### src/rtl/sram_ctrl_pkg.sv
package sram_ctrl_pkg;

    typedef enum logic [2:0] {
        ST_IDLE,
        ST_RD_ACCESS,
        ST_RD_TURN,
        ST_WR_SETUP,
        ST_WR_STROBE,
        ST_WR_RECOVER
    } sram_state_e;

    // Ceiling of ns / period: a minimum time becomes whole clock cycles.
    function automatic int ns_to_cycles(int ns, int period_ns);
        return (ns + period_ns - 1) / period_ns;
    endfunction

    function automatic int imax(int a, int b);
        return (a > b) ? a : b;
    endfunction

endpackage

### src/rtl/sram_phase_timer.sv
module sram_phase_timer #(
    parameter int CNT_W = 3
) (
    input  logic             clk,
    input  logic             rst_n,
    input  logic             load,
    input  logic [CNT_W-1:0] load_val,
    output logic             expired
);
    logic [CNT_W-1:0] cnt;

    always_ff @(posedge clk) begin
        if (!rst_n)
            cnt <= '0;
        else if (load)
            cnt <= load_val;
        else if (cnt != '0)
            cnt <= cnt - 1'b1;
    end

    assign expired = (cnt == '0);
endmodule

### src/rtl/sram_rd_capture.sv
module sram_rd_capture #(
    parameter int DATA_W = 8
) (
    input  logic              clk,
    input  logic              rst_n,
    input  logic              cap_en,
    input  logic [DATA_W-1:0] din,
    output logic [DATA_W-1:0] dout
);
    always_ff @(posedge clk) begin
        if (!rst_n)
            dout <= '0;
        else if (cap_en)
            dout <= din;
    end
endmodule

### src/rtl/sram_async_ctrl.sv
module sram_async_ctrl
    import sram_ctrl_pkg::*;
#(
    parameter int ADDR_W        = 17,
    parameter int DATA_W        = 8,
    parameter int CLK_PERIOD_NS = 20,
    parameter int SPEED_GRADE   = 0
) (
    input  logic              clk,
    input  logic              rst_n,
    input  logic              req,
    input  logic              req_we,
    input  logic [ADDR_W-1:0] req_addr,
    input  logic [DATA_W-1:0] req_wdata,
    output logic              done,
    output logic [DATA_W-1:0] rdata,
    output logic [ADDR_W-1:0] mem_addr,
    output logic              mem_ce_n,
    output logic              mem_ce,
    output logic              mem_oe_n,
    output logic              mem_we_n,
    output logic [DATA_W-1:0] mem_dq_out,
    input  logic [DATA_W-1:0] mem_dq_in,
    output logic              mem_dq_oe
);
    localparam bit SLOW = (SPEED_GRADE != 0);
    localparam int T_CYCLE_NS = SLOW ? 85 : 70;  // read/write cycle and address access
    localparam int T_OE_NS    = SLOW ? 45 : 35;
    localparam int T_WP_NS    = SLOW ? 60 : 50;
    localparam int T_CW_NS    = SLOW ? 75 : 60;
    localparam int T_DS_NS    = SLOW ? 35 : 30;
    localparam int T_OFF_NS   = SLOW ? 30 : 25;  // worst bus release after deselect

    localparam int RD_CYC   = imax(ns_to_cycles(T_CYCLE_NS, CLK_PERIOD_NS),
                                   ns_to_cycles(T_OE_NS, CLK_PERIOD_NS));
    localparam int STB_CYC  = imax(ns_to_cycles(T_WP_NS, CLK_PERIOD_NS),
                                   imax(ns_to_cycles(T_CW_NS, CLK_PERIOD_NS),
                                        ns_to_cycles(T_DS_NS, CLK_PERIOD_NS)));
    localparam int REC_CYC  = imax(1, ns_to_cycles(T_CYCLE_NS, CLK_PERIOD_NS) - 1 - STB_CYC);
    localparam int TURN_CYC = imax(1, ns_to_cycles(T_OFF_NS, CLK_PERIOD_NS));
    localparam int MAX_CYC  = imax(imax(RD_CYC, STB_CYC), imax(REC_CYC, TURN_CYC));
    localparam int CNT_W    = $clog2(MAX_CYC + 1);

    sram_state_e       state, state_nx;
    logic              tmr_load, tmr_done, cap_en;
    logic [CNT_W-1:0]  tmr_val;
    logic [ADDR_W-1:0] addr_q;
    logic [DATA_W-1:0] wdata_q;
    logic              done_q, ce_hi_q;

    sram_phase_timer #(.CNT_W(CNT_W)) u_timer (
        .clk      (clk),
        .rst_n    (rst_n),
        .load     (tmr_load),
        .load_val (tmr_val),
        .expired  (tmr_done)
    );

    sram_rd_capture #(.DATA_W(DATA_W)) u_capture (
        .clk    (clk),
        .rst_n  (rst_n),
        .cap_en (cap_en),
        .din    (mem_dq_in),
        .dout   (rdata)
    );

    // State register
    always_ff @(posedge clk) begin
        if (!rst_n)
            state <= ST_IDLE;
        else
            state <= state_nx;
    end

    // Request latch, completion pulse and high-side select
    always_ff @(posedge clk) begin
        if (!rst_n) begin
            addr_q  <= '0;
            wdata_q <= '0;
            done_q  <= 1'b0;
            ce_hi_q <= 1'b0;
        end else begin
            ce_hi_q <= 1'b1;
            done_q  <= tmr_done && (state == ST_RD_ACCESS || state == ST_WR_RECOVER);
            if (state == ST_IDLE && req) begin
                addr_q  <= req_addr;
                wdata_q <= req_wdata;
            end
        end
    end

    // Next state and phase timer loads
    always_comb begin
        state_nx = state;
        tmr_load = 1'b0;
        tmr_val  = '0;
        cap_en   = 1'b0;
        unique case (state)
            ST_IDLE: if (req) begin
                tmr_load = 1'b1;
                if (req_we) begin
                    state_nx = ST_WR_SETUP;
                end else begin
                    state_nx = ST_RD_ACCESS;
                    tmr_val  = CNT_W'(RD_CYC - 1);
                end
            end
            ST_RD_ACCESS: if (tmr_done) begin
                cap_en   = 1'b1;
                state_nx = ST_RD_TURN;
                tmr_load = 1'b1;
                tmr_val  = CNT_W'(TURN_CYC - 1);
            end
            ST_RD_TURN: if (tmr_done) state_nx = ST_IDLE;
            ST_WR_SETUP: if (tmr_done) begin
                state_nx = ST_WR_STROBE;
                tmr_load = 1'b1;
                tmr_val  = CNT_W'(STB_CYC - 1);
            end
            ST_WR_STROBE: if (tmr_done) begin
                state_nx = ST_WR_RECOVER;
                tmr_load = 1'b1;
                tmr_val  = CNT_W'(REC_CYC - 1);
            end
            ST_WR_RECOVER: if (tmr_done) state_nx = ST_IDLE;
            default: state_nx = ST_IDLE;
        endcase
    end

    // Pin decode from the registered state
    always_comb begin
        mem_ce_n  = 1'b1;
        mem_oe_n  = 1'b1;
        mem_we_n  = 1'b1;
        mem_dq_oe = 1'b0;
        unique case (state)
            ST_IDLE, ST_RD_TURN: ;
            ST_RD_ACCESS: begin
                mem_ce_n = 1'b0;
                mem_oe_n = 1'b0;
            end
            ST_WR_SETUP, ST_WR_RECOVER: begin
                mem_ce_n  = 1'b0;
                mem_dq_oe = 1'b1;
            end
            ST_WR_STROBE: begin
                mem_ce_n  = 1'b0;
                mem_we_n  = 1'b0;
                mem_dq_oe = 1'b1;
            end
            default: ;
        endcase
    end

    assign mem_addr   = addr_q;
    assign mem_dq_out = wdata_q;
    assign mem_ce     = ce_hi_q;
    assign done       = done_q;
endmodule

### config.mk
export PLATFORM = sky130hd
export DESIGN_NAME = sram_async_ctrl
export DESIGN_NICKNAME = d
export VERILOG_FILES = /design/src/rtl/sram_ctrl_pkg.sv /design/src/rtl/sram_phase_timer.sv /design/src/rtl/sram_rd_capture.sv /design/src/rtl/sram_async_ctrl.sv
export SDC_FILE = /design/constraint.sdc
export NUM_CORES = 1
export LEC_CHECK = 0
export CAP_MARGIN = 10
export CORE_ASPECT_RATIO = 0.8
export CORE_MARGIN = 8
export CORE_UTILIZATION = 44
export DETAILED_ROUTE_END_ITERATION = 6
export PLACE_DENSITY = 0.84
export SYNTH_ARGS = -nofsm -noshare
export SYNTH_HDL_FRONTEND = slang
export SYNTH_SLANG_ARGS = --single-unit
### constraint.sdc
create_clock -name clk -period 3.55 [get_ports clk]
set_input_delay 0.71 -clock clk [delete_from_list [all_inputs] [get_ports clk]]
set_output_delay 0.71 -clock clk [all_outputs]
set_load 0.05 [all_outputs]
==> metrics.txt <==
outcome completed; CTS Hold Bufs 0; final setup vio count 0; PwrDens 678.1 nW/um2; worst-path fanout max 12; Top FF cell, synth dfxtp_1; Root Buffer clkbuf_8; CTS Buffer Depth 2; DRT Wirelength 4011 um; Peak VDD IR 386.0 uV; placed instance count 294; Layout Cells excl Fill 301; first-pass GRT wire length 6444 um; total area of sequential cells 820.8 um2; port bufs 75; post-synth cell types 31; CTS tree done; area post-placement 2394 um2; Multi-input gate area 748.2 um2; CTS sink count 41; Layout Area Growth over Synthesis 48.91%; Clk Latency, worst-skew pair 0.28 ns; crit path capture type output port; minimum clock period 2.805 ns; Async SR Flop Fraction 0%; critical path startpoint category flop; max-cap violations 0; ant diodes 0; routed len/inst 13.33 um; most common cell after layout, fill and taps aside clkdlybuf4s50_1; H-tree levels 2; Setup Buffers After CTS 0; initial antenna violation count 0; largest net degree at the start of global routing 39; DIE AREA 6022 um2; most frequent cells in the layout 75 x clkdlybuf4s50_1, 53 x nand2_1, 41 x dfxtp_1; Detail Placement HPWL 2979 um; Nets 296; First-pass DRT Iterations 4; grt ovf 0; vias in the first global route 1372; required time of the critical path 2.84 ns; origin of the critical flop-to-flop path state[2]; Mapped Area 1665 um2; Final Max Slew Viols 0; Worst Skew 0.006248 ns; post-CTS sizing 0; Setup TNS 0 ns; Fmax achieved 356.5 MHz; post-synthesis register bit count 41; Post-Synthesis Cells 187; Tcrit/Tclk final 79.02%; sequential area share after synthesis 49.29%; Antenna Nets Post-Route 0; CP arrival 2.10 ns; Synth Area per Inst 8.906 um2; Slew @ Worst Pin 1.145 ns; clock slew at reported path FFs 0.07 ns; Num CTS Buffers 5; syn nets 226; Final Instance Area 2480 um2; Die H 71.03 um; die width 84.78 um; Rel. slew slack 23.61%; via count 1447; vias per std cell 4.807; Initial Util 44.97%; # fillers 333; leakage 1.001 nW; hold path start mem_addr[14]; row cnt 20; DRC Markers 0; Fin. Hold Viols 0; Post-synth EDFFs 0; GRT Total Usage 13.15%; Hold WC Path Type reg2reg; Critical path origin state[2]; Setup CP Type reg2out; DRT iter0 DRCs 62; RSZ-0062 raised after global routing false; Top Ports 76; core area 3704 um2; fraction of layout cells with a size suffix above 1 5.058%; Synth warnings 0; GPL Wtd Cong 0.7712
==> critical path, stage by stage, from the launching register on <==
cell and delay (ns):
dfxtp_1 0.64, nor2b_1 0.27, a21o_1 0.11, clkdlybuf4s50_1 0.79
==> power breakdown <==
part	switching, W	internal, W	leakage, nW	total, W
combinational	0.000481	0.000305	0.621	0.000787
clock	0.000137	0.000154	0.0443	0.000291
sequential	0.0000637	0.000540	0.336	0.000604
total	0.000682	0.000999	1.00	0.00168
==> cells by family after synthesis <==
kind of cell | Yosys count | synth area share (%)
muxes | 10 | 6.011
AOI/OAI and AO/OA | 39 | 14.20
DFF | 41 | 49.29
buffers and inverters | 16 | 5.785
adders and majority gates | 2 | 1.502
and+or+nand+nor | 79 | 23.22
==> synth_stat cells (2+ instances only) <==
cell type,n,area [um2]
buf_4,5,37.54
a21o_1,2,15.01
buf_2,2,10.01
inv_1,3,11.26
nor2b_1,4,25.02
mux2i_1,10,100.1
ha_1,2,25.02
nor2_1,13,48.80
a22oi_1,2,15.01
clkbuf_1,4,15.01
o21a_1,2,15.01
buf_6,2,22.52
nand2_1,53,198.9
a21oi_1,26,130.1
dfxtp_1,41,820.8
==> flip-flops by register name (all words and copies together) (netlist names) <==
signal,count
mem_addr,17
mem_dq_out,8
u_capture.dout,8
state,3
u_timer.cnt,3
done,1
mem_ce,1
==> final timing paths <==
path	slack (ns)	to	cells after the start
min	0.45	mem_addr[14]	2
min reg2reg	0.45	mem_addr[14]	2
max	0.74	mem_dq_oe	3
max reg2reg	1.65	u_timer.cnt[0]	4
==> layout make-up <==
cell class              instances  area share [%]
multi-input cells             130           30.17
flip-flops and latches         41           33.10
repair buffers                 76           30.58
inverters                       3          0.4541
clock buffers                   7           3.481
well taps                      44           2.220
==> routing by layer <==
layer | track usage (%) | share of wire [%]
met5 | 0 | 0
met4 | 5.315 | 1.4
met3 | 6.829 | 9.5
met2 | 20.31 | 44
met1 | 14.96 | 45
==> through the flow <==
step                      util [%]  setup slack, ns  hold slack, ns  total power, W
after global routing         66.96           0.6122          0.4759        0.001783
after global placement       64.63            1.068          0.4410        0.001397
after CTS                    66.96           0.7348          0.4560        0.001704
final                        66.96           0.7449          0.4533        0.001682
after detailed placement     64.63            1.047          0.4469        0.001406
after floorplan                  -            1.538          0.5880        0.001206
No activity file was read; power rests on OpenSTA's default activity.
